### config.mk
export PLATFORM = sky130hd
export DESIGN_NAME = dma_req_arbiter
export DESIGN_NICKNAME = d
export VERILOG_FILES = /design/src/rtl/dma_arb_pkg.sv /design/src/rtl/dma_arb_lowest_pick.sv /design/src/rtl/dma_arb_chan_sel.sv /design/src/rtl/dma_arb_bus_alt.sv /design/src/rtl/dma_req_arbiter.sv
export SDC_FILE = /design/constraint.sdc
export NUM_CORES = 1
export LEC_CHECK = 0
export ABC_CLOCK_PERIOD_IN_PS = 4200
export BUFFER_PORTS_ARGS = -buffer_cell sky130_fd_sc_hd__buf_2
export CORE_UTILIZATION = 25
export DETAILED_ROUTE_END_ITERATION = 10
export SLEW_MARGIN = 20
export SYNTH_ARGS = -nofsm -noshare
export SYNTH_HDL_FRONTEND = slang
export SYNTH_SLANG_ARGS = --single-unit
### constraint.sdc
create_clock -name clk -period 4.2 [get_ports clk]
set_clock_uncertainty 0.1 [all_clocks]
set_input_delay 0.84 -clock clk [delete_from_list [all_inputs] [get_ports clk]]
set_output_delay 0.84 -clock clk [all_outputs]
set_load 0.02 [all_outputs]
### src/rtl/dma_arb_pkg.sv
// Package: shared types for the DMA request arbiter.
// Assumes nothing beyond IEEE 1800-2017 synthesizable subset.
package dma_arb_pkg;

    // Identifies which master holds (or last held) the system bus.
    typedef enum logic {
        OWNER_CPU = 1'b0,
        OWNER_DMA = 1'b1
    } bus_owner_e;

endpackage

### src/rtl/dma_arb_lowest_pick.sv
// Module: dma_arb_lowest_pick
// Returns a one-hot vector marking the lowest-index set bit of the input,
// plus a flag telling whether any bit was set. Purely combinational.
// Assumes WIDTH >= 1.
module dma_arb_lowest_pick #(
    parameter int WIDTH = 8
) (
    input  logic [WIDTH-1:0] cand,
    output logic [WIDTH-1:0] pick,
    output logic             any_set
);

    // seen[i] is 1 when some bit below index i is set.
    logic [WIDTH:0] seen;

    assign seen[0] = 1'b0;

    // Prefix chain: each bit wins only if no lower bit already won.
    generate
        for (genvar i = 0; i < WIDTH; i++) begin : g_chain
            assign pick[i]     = cand[i] & ~seen[i];
            assign seen[i+1]   = seen[i] | cand[i];
        end
    endgenerate

    assign any_set = seen[WIDTH];

    // Immediate check that the chain never marks two winners.
    always_comb begin
        assert_pick_onehot_R3: assert ($onehot0(pick));
    end

endmodule

### src/rtl/dma_arb_chan_sel.sv
// Module: dma_arb_chan_sel
// Two-tier channel selection. Eligible = request & enable. The urgent tier
// is searched first, then the normal tier, each lowest index first.
// The result is registered and only reloaded on an arbitration strobe.
// Assumes synchronous active-low reset and single-cycle strobes.
module dma_arb_chan_sel #(
    parameter int NUM_CH = 8
) (
    input  logic              clk,
    input  logic              rst_n,
    input  logic [NUM_CH-1:0] req,
    input  logic [NUM_CH-1:0] enable,
    input  logic [NUM_CH-1:0] urgent,
    input  logic              arb_point,
    output logic [NUM_CH-1:0] grant,
    output logic              grant_valid
);

    logic [NUM_CH-1:0] eligible;
    logic [NUM_CH-1:0] tier_hi;
    logic [NUM_CH-1:0] tier_lo;
    logic [NUM_CH-1:0] pick_hi;
    logic [NUM_CH-1:0] pick_lo;
    logic              any_hi;
    logic              any_lo;
    logic [NUM_CH-1:0] next_grant;

    // Mask disabled channels, then split eligible set by tier.
    always_comb begin
        eligible = req & enable;
        tier_hi  = eligible & urgent;
        tier_lo  = eligible & ~urgent;
    end

    dma_arb_lowest_pick #(.WIDTH(NUM_CH)) i_pick_hi (
        .cand    (tier_hi),
        .pick    (pick_hi),
        .any_set (any_hi)
    );

    dma_arb_lowest_pick #(.WIDTH(NUM_CH)) i_pick_lo (
        .cand    (tier_lo),
        .pick    (pick_lo),
        .any_set (any_lo)
    );

    // Upper tier wins whenever it has any candidate.
    always_comb begin
        next_grant = any_hi ? pick_hi : pick_lo;
    end

    // Grant register: reload only at an arbitration point.
    always_ff @(posedge clk) begin
        if (!rst_n) begin
            grant       <= '0;
            grant_valid <= 1'b0;
        end else if (arb_point) begin
            grant       <= next_grant;
            grant_valid <= any_hi | any_lo;
        end
    end

    // Grant never changes between strobes.
    assert_grant_hold_R5: assert property (@(posedge clk) disable iff (!rst_n)
        !arb_point |=> $stable(grant) && $stable(grant_valid));

    // Granted channel was requesting and enabled at the strobe.
    assert_grant_eligible_R2: assert property (@(posedge clk) disable iff (!rst_n)
        arb_point |=> ((grant & ~$past(req & enable)) == '0));

    // Nothing eligible at strobe gives an empty, invalid grant.
    assert_empty_grant_R6: assert property (@(posedge clk) disable iff (!rst_n)
        (arb_point && ((req & enable) == '0)) |=> (!grant_valid && grant == '0));

    // Any eligible urgent channel forces an urgent winner.
    assert_urgent_wins_R4: assert property (@(posedge clk) disable iff (!rst_n)
        (arb_point && ((req & enable & urgent) != '0)) |=> ((grant & $past(urgent)) != '0));

    // Valid flag agrees with a single set grant bit.
    assert_grant_shape_R3: assert property (@(posedge clk) disable iff (!rst_n)
        grant_valid == ($countones(grant) == 1) && $onehot0(grant));

endmodule

### src/rtl/dma_arb_bus_alt.sv
// Module: dma_arb_bus_alt
// Per-cycle bus owner between the processor and the DMA engine.
// A sole requester is granted at once; under contention the master not
// granted most recently wins. Idle cycles leave the history untouched.
// Grants are combinational from the requests and one history flop.
module dma_arb_bus_alt
    import dma_arb_pkg::*;
(
    input  logic clk,
    input  logic rst_n,
    input  logic cpu_req,
    input  logic dma_req,
    output logic gnt_cpu,
    output logic gnt_dma
);

    bus_owner_e last_owner;

    // Decide owner for this cycle from requests and history.
    always_comb begin
        gnt_cpu = 1'b0;
        gnt_dma = 1'b0;
        if (cpu_req && dma_req) begin
            if (last_owner == OWNER_CPU) gnt_dma = 1'b1;
            else                         gnt_cpu = 1'b1;
        end else if (cpu_req) begin
            gnt_cpu = 1'b1;
        end else if (dma_req) begin
            gnt_dma = 1'b1;
        end
    end

    // History: remember the most recent granted master.
    always_ff @(posedge clk) begin
        if (!rst_n)       last_owner <= OWNER_CPU;
        else if (gnt_dma) last_owner <= OWNER_DMA;
        else if (gnt_cpu) last_owner <= OWNER_CPU;
    end

    // Never two owners at once.
    assert_bus_exclusive_R8: assert property (@(posedge clk) disable iff (!rst_n)
        !(gnt_cpu && gnt_dma));

    // Sole requester always receives the bus.
    assert_sole_cpu_R7: assert property (@(posedge clk) disable iff (!rst_n)
        (cpu_req && !dma_req) |-> gnt_cpu);
    assert_sole_dma_R7: assert property (@(posedge clk) disable iff (!rst_n)
        (dma_req && !cpu_req) |-> gnt_dma);

    // Consecutive contested cycles swap owner.
    assert_alternate_R8: assert property (@(posedge clk) disable iff (!rst_n)
        (cpu_req && dma_req) ##1 (cpu_req && dma_req) |-> (gnt_dma != $past(gnt_dma)));

    // Idle bus grants nobody.
    assert_idle_none_R9: assert property (@(posedge clk) disable iff (!rst_n)
        (!cpu_req && !dma_req) |-> (!gnt_cpu && !gnt_dma));

endmodule

### src/rtl/dma_req_arbiter.sv
// Module: dma_req_arbiter (top)
// Chooses the next DMA channel at engine arbitration points and decides
// per-cycle bus ownership between processor and DMA engine.
// Assumes all inputs synchronous to clk; synchronous active-low reset.
module dma_req_arbiter #(
    parameter int NUM_CH = 8
) (
    input  logic              clk,
    input  logic              rst_n,
    input  logic [NUM_CH-1:0] chan_req,
    input  logic [NUM_CH-1:0] chan_enable,
    input  logic [NUM_CH-1:0] chan_urgent,
    input  logic              arb_point,
    input  logic              cpu_bus_req,
    input  logic              dma_bus_req,
    output logic [NUM_CH-1:0] chan_grant,
    output logic              chan_grant_valid,
    output logic              bus_gnt_cpu,
    output logic              bus_gnt_dma
);

    dma_arb_chan_sel #(.NUM_CH(NUM_CH)) i_chan_sel (
        .clk         (clk),
        .rst_n       (rst_n),
        .req         (chan_req),
        .enable      (chan_enable),
        .urgent      (chan_urgent),
        .arb_point   (arb_point),
        .grant       (chan_grant),
        .grant_valid (chan_grant_valid)
    );

    dma_arb_bus_alt i_bus_alt (
        .clk     (clk),
        .rst_n   (rst_n),
        .cpu_req (cpu_bus_req),
        .dma_req (dma_bus_req),
        .gnt_cpu (bus_gnt_cpu),
        .gnt_dma (bus_gnt_dma)
    );

    // Reset leaves the grant empty until a strobe arrives.
    assert_reset_empty_R1: assert property (@(posedge clk)
        !rst_n |=> (chan_grant == '0 && !chan_grant_valid));

endmodule

# After elaboration in Yosys (flattened, before gate mapping)
# Index checks and enable logic that the tools add are counted.
[totals]
regBits = 10
wordCells = 62
out_inout_bits = 11
in_bits = 29
[op_classes]
bitwise = 47
reduce_logical = 2
muxes = 10
[op_table]
columns = ["op", "n"]
rows = [
  ["AND 8 bit", 3],
  ["bitwise OR 1 bit", 15],
  ["AND 1 bit", 14],
  ["NOT 1 bit", 14],
  ["2-to-1 mux 1 bit", 9],
  ["2-to-1 mux 8 bit", 1],
  ["NOT 8 bit", 1],
  ["nonzero test 2 bit", 1],
  ["logical AND 1 bit", 1],
]

# Depth between registers and ports, before layout
# Gate-level depths: netlist of run 1.
[logic_depth]
ltp_word = 11
depth_mapped = 6
ltp_nobuf = 5

# Hierarchy
# Synthesis of run 1 repeated with hierarchy kept, for this count alone.
[hier_totals]
cells_unflattened = 93
area_unflattened_um2 = 743.2
[by_module_without_submodules]
columns = ["mod", "seq_area_each_um2", "area_per_inst_um2", "cells_per_inst", "instances"]
rows = [
  ["dma_arb_chan_sel", 180.2, 501.7, 63, 1],
  ["dma_arb_lowest_pick", 0.0, 96.3, 12, 2],
  ["dma_arb_bus_alt", 20.0, 48.8, 6, 1],
]

# Worst setup path before layout of run 1
# No wires, ideal clock.
[synth_path]
kind = "input port to flip-flop"
start = "input chan_req[3]"
end = "register i_chan_sel.grant[6]"
arrival_ns = 2.295
setup_slack_ns = 1.731
t_required_ns = 4.026
n_path_buf = 1
setup_ns = 0.074
cell_stages = 6
path_cell_list = "nand3_1 nand2_1 or4_4 buf_6 or4_1 a31oi_1"
[synth_between]
elab_chain_len = 8
elab_cells_between_ends = 16
cone_classes = "mux: 1; bitwise: 15"
[synth_rtl]
columns = ["element", "line", "rtl"]
rows = [
  ["start: declaration", "dma_req_arbiter.sv:10", "input logic [NUM_CH-1:0] chan_req,"],
  ["AND 8 bit (*)", "dma_arb_chan_sel.sv:30", "eligible = req & enable;"],
  ["AND 8 bit, on equally long branches", "dma_arb_chan_sel.sv:31, dma_arb_chan_sel.sv:32", ""],
  ["bitwise OR 1 bit (3 in a row)", "dma_arb_lowest_pick.sv:22", "assign seen[i+1] = seen[i] | cand[i];"],
  ["bitwise OR 1 bit / NOT 1 bit (equally long branches)", "dma_arb_lowest_pick.sv:22, dma_arb_lowest_pick.sv:21", ""],
  ["bitwise OR 1 bit / AND 1 bit (equally long branches)", "dma_arb_lowest_pick.sv:22, dma_arb_lowest_pick.sv:21", ""],
  ["2-to-1 mux 8 bit (*)", "dma_arb_chan_sel.sv:49", "next_grant = any_hi ? pick_hi : pick_lo;"],
  ["end signal: assignment", "dma_arb_chan_sel.sv:58", "grant <= next_grant;"],
  ["end: declaration", "dma_arb_chan_sel.sv:15", "output logic [NUM_CH-1:0] grant,"],
]
# Mark *: on every way between the ends. The rest lies on a longest branch, timed or not.
# A chain may end at the register's enable or synchronous reset.

# Worst setup path after layout of run 1
# Same ends and word-level chain as after synthesis.

==> parameters.txt, run 1 <==
Parameter                              Value

Synth
  Area share of the largest cell type after synthesis    0.3119
  Unique cell type count in the Yosys netlist    29
  Post-Syn Nets    111
  FF+latch count, synth    10
  Mean instance size in the synthesized netlist    just under 8 um2
  Summed instance area of the synthesized netlist    641.9 um2
  Top flip-flop cell by instance count after synthesis    sky130_fd_sc_hd__dfxtp_1
  Asr flop ratio synth    0
  Sequential-to-total area share from yosys stat    0.3119
  Synthesized netlist cell count    82
  Ys Warns    0
  Number of enable flip-flop cells after synthesis    0
  Post-synth top area cell    sky130_fd_sc_hd__dfxtp_1
  Cell types with the largest area share after synthesis    sky130_fd_sc_hd__dfxtp_1, sky130_fd_sc_hd__nand3_1, sky130_fd_sc_hd__o221a_2

Timing
  Slew of the pin with the lowest slew margin    around 0.37 ns
  Setup TNS    0 ns
  Hold slack final    ~0.38 ns
  Final worst path period need    approximately 2.4 ns
  Max-slew violations    0
  Final-report setup violation count    0
  Final-report hold violation count    0
  Share of the clock period used by the worst path after layout    0.5612
  Fmax    around 420 MHz
  RSZ-0062 raised after global routing    false
  Slew headroom    0.7449

Clock tree
  Clock-pin slew on the worst setup and hold paths    roughly 0.070 ns
  CTS root buffer    sky130_fd_sc_hd__clkbuf_4
  Post-cts sizing count    0
  Max clock buf depth    2
  Clock latency reported for the late side of the worst-skew pair    between 0.2 and 0.3 ns
  Post-cts hold buffer count    0
  Number of clock sinks seen by CTS    10
  CTS tree    yes
  Clock buffers created by TritonCTS    3
  Buffers inserted during post-CTS setup optimization    0
  H-tree depth    1

Critical path
  Critical path peak fanout    7
  Kind of critical path    primary input to flip-flop
  Startpoint type of the worst setup path    primary input
  WP data required    approximately 4.3 ns
  Delay-heaviest family, CP    simple AND/OR/NAND/NOR gates
  CP Buf/Inv Count    1
  Chain of cells forming the critical path    buf_2, nand3_1, nand2_1, or4_4, or4_1, a31oi_1
  Worst stage delay on the critical path    roughly 0.57 ns
  Critical Path Sink Type    flip-flop
  CP Data Arrival Time    ~2.5 ns
  Highest-delay cell along the critical path    sky130_fd_sc_hd__or4_4

Cells and area
  Fill cells    253
  Number of antenna repair diodes    0
  Share of post-route cells with drive strength above 1    0.4380
  Filler-free cell count of the finished design    approximately 150
  Area overhead of the layout relative to synthesis    36.45%
  Nets    between 150 and 200

Routing
  Via Count    around 750
  Initial detailed-routing violation count    11
  Remaining design rule violation count    0
  Wire length after detailed routing    approximately 1.7 mm
  Final ANT Viol Nets    0
  WL per Instance    between 10 and 15 um
  Number of detailed-route iterations in the first pass    4
  Vias/cell    between 5 and 6

Flow run
  Count of maximum capacitance violations    0

Floorplan
  Top-Level Pins    40
  Die extent in x    between 50 and 60 um
  Overall die area    around 2800 um2
  Floorplan core area    between 2000 and 2500 um2
  # rows    17
  Die H    approximately 53 um
  Effective utilization at floorplan    0.2768

Place
  Quantity of I/O buffers inserted on ports    39
  HPWL after detailed placement    about 1.4 mm
  Cell count after placement    roughly 150
  Routability congestion estimate    ~0.75

Global route
  Largest net degree at the start of global routing    15
  Global-route usage over all layers    0.1370
  Wire length of the first global-routing pass    ~2.8 mm
  Initial antenna violation count    0
  Number of global-route vias before repair    approximately 700
  Grt total ovfl    0

Pwr
  Worst supply voltage drop on vdd    about 0.15 mV
  Pwr dens    269.6 nW/um2
  Cell leakage power    0.0004225 uW

Hold path
  Type of the tightest min-delay check    flip-flop to flip-flop

Run status
  Outcome    completed
area by class of cell:
type	instances	area (um2)	area share
flip-flops and latches	10	200.2	0.2286
well taps	28	35.03	0.04000
inverters	4	15.01	0.01714
repair buffers	39	195.2	0.2229
clock buffers	3	22.52	0.02571
multi-input cells	65	407.9	0.4657
synth_stat cells, types with 2 or more instances:
cell and instances:
sky130_fd_sc_hd__nor3_1 3, sky130_fd_sc_hd__dfxtp_1 10, sky130_fd_sc_hd__clkbuf_1 2, sky130_fd_sc_hd__a21oi_1 3, sky130_fd_sc_hd__nand3_2 2, sky130_fd_sc_hd__o221a_2 4
sky130_fd_sc_hd__inv_1 4, sky130_fd_sc_hd__nand3_1 10, sky130_fd_sc_hd__a21boi_0 2, sky130_fd_sc_hd__nand3b_1 5, sky130_fd_sc_hd__nand2_1 11, sky130_fd_sc_hd__nor2_1 3
sky130_fd_sc_hd__o21ai_0 7
through the flow:
| stage | setup WS, ns | utilization | area [um2] | power (uW) |
|---|---|---|---|---|
| floorplan | 1.731 | - | 641.9 | 144.7 |
| global placement | 1.635 | 0.3681 | 853.3 | 169.9 |
| detailed placement | 1.575 | 0.3681 | 853.3 | 170.9 |
| CTS | 1.848 | 0.3778 | 875.8 | 238.6 |
| global route | 1.768 | 0.3778 | 875.8 | 251.2 |
| finish | 1.843 | 0.3778 | 875.8 | 236.1 |
layout by cell type, fill, tap and decap left out, types with 2 or more instances in the layout:
cell / instances
sky130_fd_sc_hd__nand2_1: 11
sky130_fd_sc_hd__a21boi_0: 2
sky130_fd_sc_hd__a21oi_1: 3
sky130_fd_sc_hd__nand3b_1: 5
sky130_fd_sc_hd__clkbuf_4: 3
sky130_fd_sc_hd__o21ai_0: 7
sky130_fd_sc_hd__buf_2: 39
sky130_fd_sc_hd__nand3_1: 10
sky130_fd_sc_hd__dfxtp_1: 10
sky130_fd_sc_hd__nand3_2: 2
sky130_fd_sc_hd__nor2_1: 3
sky130_fd_sc_hd__o221a_2: 4
sky130_fd_sc_hd__inv_1: 4
sky130_fd_sc_hd__nor3_1: 3
kinds of logic after synthesis:
| logic type | synth area share |
|---|---|
| AOI/OAI and AO/OA | 0.2651 |
| buffers and inverters | 0.05263 |
| DFF | 0.3119 |
| and+or+nand+nor | 0.3704 |
registers in the layout (all words and copies together) (netlist names):
signal / count
i_chan_sel.grant: 8
i_bus_alt.last_owner: 1
i_chan_sel.grant_valid: 1
report_power, final:
group / leakage, uW / internal (uW) / switching (uW)
clock: 0.0000138 / 33.1 / 34.4
sequential: 0.0000825 / 100 / 2.89
combinational: 0.000326 / 28.1 / 37.2
final timing paths:
path / endpoint / from / depth (start not counted) / slack (ns)
max reg2reg: i_chan_sel.grant[5] / i_chan_sel.grant[5] / 1 / 3.43
max: i_chan_sel.grant[6] / chan_req[3] / 6 / 1.84
min reg2reg: i_bus_alt.last_owner / i_bus_alt.last_owner / 1 / 0.38
min: i_bus_alt.last_owner / i_bus_alt.last_owner / 1 / 0.38
metal layers:
| layer | global-route usage | wire length (um) | up-vias |
|---|---|---|---|
| met1 | 0.1701 | 768 | 326 |
| met2 | 0.2300 | 793 | 32 |
| met3 | 0.02609 | 107 | 3 |
| met5 | 0 | 0 | - |
| li1 | - | - | 391 |
| met4 | 0.05263 | 23 | 0 |
No activity file was read; power rests on OpenSTA's default activity.
==> run 2: changes to the inputs <==
--- a/config.mk
+++ b/config.mk
@@ -5,7 +5,7 @@
 export SDC_FILE = /design/constraint.sdc
 export NUM_CORES = 1
 export LEC_CHECK = 0
-export ABC_CLOCK_PERIOD_IN_PS = 4200
+export ABC_CLOCK_PERIOD_IN_PS = 2000
 export BUFFER_PORTS_ARGS = -buffer_cell sky130_fd_sc_hd__buf_2
 export CORE_UTILIZATION = 25
 export DETAILED_ROUTE_END_ITERATION = 10
==> constraint.sdc (replaced) <==
create_clock -name clk -period 2 [get_ports clk]
set_clock_uncertainty 0.1 [all_clocks]
set_input_delay 0.4 -clock clk [delete_from_list [all_inputs] [get_ports clk]]
set_output_delay 0.4 -clock clk [all_outputs]
set_load 0.02 [all_outputs]
==> run 2 against run 1 <==
Compared with the run above: sequential share of layout area fell by 1.1 points; cell count is 3.4% higher; register-to-register slack worse by 2.2 ns; combinational power rose by 130%; critical path type unchanged; highest routed layer unchanged.
==> parameters.txt, run 2 (synthesis gave the netlist of run 1 again) <==
Parameter                              Value

Cells and area
  Area overhead of the layout relative to synthesis    43.27%
  Most frequent standard cell in the layout excluding fill and tap cells    sky130_fd_sc_hd__buf_2
  Core Util, Final    0.3967 (+0.01889)
  Fill cells    243 (-4.0%)
  Number of antenna repair diodes    0 (unchanged)
  Area of combinational cells with multiple inputs    407.9 um2 (unchanged)
  Nets    156 (+2.6%)
  Register name with the most flops    i_chan_sel.grant
  Max reg flops    8 (unchanged)
  Area occupied by registers    200.2 um2 (unchanged)
  Filler-free cell count of the finished design    154 (+3.4%)
  Regs by FF count    i_chan_sel.grant x8, i_bus_alt.last_owner x1, i_chan_sel.grant_valid x1
  Most used cells in the layout excluding fill and tap cells    sky130_fd_sc_hd__buf_2, sky130_fd_sc_hd__nand2_1, sky130_fd_sc_hd__nand3_1, sky130_fd_sc_hd__dfxtp_1, sky130_fd_sc_hd__o21ai_0
  Share of post-route cells with drive strength above 1    0.4603 (+0.02230)

Timing
  Slew of the pin with the lowest slew margin    0.3868 ns (+0.01385 ns)
  Hold slack final    0.2182 ns (-0.1591 ns)
  Fmax    576.3 MHz
  Share of the clock period used by the worst path after layout    0.8676
  Final-report setup violation count    0 (unchanged)
  RSZ-0062 raised after global routing    false
  Final worst path period need    around 1.7 ns
  Final-report hold violation count    0 (unchanged)
  Slew headroom    0.7385 (-0.006436)
  Max-slew violations    0 (unchanged)

Routing
  Initial detailed-routing violation count    12 (+1)
  Vias/cell    5.032 (-0.29%)
  Topmost layer with routed signal wires    met4
  Met2 Wirelength    862 um (+8.7%)
  Remaining design rule violation count    0 (unchanged)
  Met3 routed WL    114 um (+6.5%)
  Via Count    775 (+3.1%)
  WL per Instance    11.68 um (+2.8%)
  Routed met1 length    783 um (+2.0%)
  Number of detailed-route iterations in the first pass    4 (unchanged)
  Final ANT Viol Nets    0 (unchanged)
  Wire length after detailed routing    1.798 mm (+6.2%)

Floorplan
  Top-Level Pins    40 (unchanged)
  Floorplan core area    2318 um2 (unchanged)
  Overall die area    2774 um2 (unchanged)
  Die H    52.67 um (unchanged)
  # rows    17 (unchanged)
  Die extent in x    52.67 um (unchanged)
  Effective utilization at floorplan    0.2768 (unchanged)

Place
  Quantity of I/O buffers inserted on ports    39 (unchanged)
  Routability congestion estimate    0.7948 (+5.9%)
  Cell count after placement    150 (+2.7%)
  HPWL after detailed placement    1.444 mm (+4.6%)

Critical path
  Kind of critical path    primary input to flip-flop
  Critical Path Sink Type    flip-flop
  Number of cells on the worst reg-to-reg path    1 (unchanged)
  WP data required    2.12 ns (-2.17 ns)
  Worst reg-to-reg setup slack    1.23 ns (-2.20 ns)
  Reg-to-Reg Start    i_chan_sel.grant[3]
  Critical path peak fanout    6 (-1)
  Worst reg2reg endpoint    i_chan_sel.grant[3]
  CP Data Arrival Time    1.85 ns (-0.60 ns)
  Startpoint type of the worst setup path    primary input

Global route
  Grt total ovfl    0 (unchanged)
  Global-route usage over all layers    0.1495 (+0.01248)
  Largest net degree at the start of global routing    15 (unchanged)
  Wire length of the first global-routing pass    3.008 mm (+6.1%)
  Initial antenna violation count    0 (unchanged)
  Number of global-route vias before repair    710 (+2.9%)

Clock tree
  Clock buffers created by TritonCTS    3 (unchanged)
  CTS root buffer    sky130_fd_sc_hd__clkbuf_4
  Buffers inserted during post-CTS setup optimization    0 (unchanged)
  Clock latency reported for the late side of the worst-skew pair    0.27 ns (about the same)
  Post-cts sizing count    0 (unchanged)
  CTS tree    yes
  H-tree depth    1 (unchanged)
  Post-cts hold buffer count    0 (unchanged)
  Number of clock sinks seen by CTS    10 (unchanged)
  Max clock buf depth    2 (unchanged)
  Clock-pin slew on the worst setup and hold paths    0.08 ns (about the same)

Pwr
  Worst supply voltage drop on vdd    0.4019 mV (+170%)
  Final total power    558.8 uW (+140%)
  Pwr dens    607.6 nW/um2 (+130%)
  Cell leakage power    0.0004489 uW (+6.2%)

Flow run
  Count of maximum capacitance violations    0 (unchanged)

Hold path
  Type of the tightest min-delay check    primary input to flip-flop
  Hold path startpoint    cpu_bus_req
  End of the worst hold path    i_bus_alt.last_owner
  Cell depth of the worst min-delay path    2 (+1)

Run status
  Outcome    completed
## run 2: cell types whose count changed in the layout (fill, tap and decap cells not counted), sizes merged
cell    previous run  this run
clkbuf             3         4
buf               39        43
## run 2: worst max path at each step
stage,startpoint,endpoint,cells after the start
final,chan_enable[6],i_chan_sel.grant[1],6
after global routing,chan_enable[6],i_chan_sel.grant[0],6
after CTS,chan_enable[6],i_chan_sel.grant[1],6
after detailed placement,chan_enable[6],i_chan_sel.grant[1],6
after global placement,chan_req[0],i_chan_sel.grant[0],6
after floorplan,chan_req[0],i_chan_sel.grant[1],6
## run 2: area by class of cell
class / instances / area share
multi-input cells: 65 / 0.4435
repair buffers: 43 / 0.2449
flip-flops and latches: 10 / 0.2177
clock buffers: 4 / 0.03946
well taps: 28 / 0.03810
inverters: 4 / 0.01633
## run 2: metal layers
| layer | vias up | global-route usage |
|---|---|---|
| met4 | 0 | 0.06579 |
| met1 | 339 | 0.1835 |
| li1 | 403 | - |
| met5 | - | 0 |
| met2 | 29 | 0.2447 |
| met3 | 4 | 0.03478 |
## run 2: per-stage QoR
stage,instance area [um2],TNS (ns),worst slack (ns)
2_1_floorplan,641.9,0,0.08303
3_3_place_gp,883.3,-0.006998,-0.006998
3_5_place_dp,883.3,-0.03724,-0.02536
4_1_cts,919.6,0,0.2648
5_1_grt,919.6,0,0.1397
6_report,919.6,0,0.2647
## run 2: power breakdown
group	switching, uW	internal, uW	total [uW]
Clock	84.1	111	195
Sequential	6.23	211	217
Combinational	80.9	66.0	147
Total	171	388	559
## run 2: critical path: stages
cell and delay, ns:
sky130_fd_sc_hd__buf_2 0.10, sky130_fd_sc_hd__nand3_1 0.11, sky130_fd_sc_hd__nand2_1 0.07, sky130_fd_sc_hd__or4_4 0.55, sky130_fd_sc_hd__or3b_2 0.50, sky130_fd_sc_hd__a21oi_1 0.13
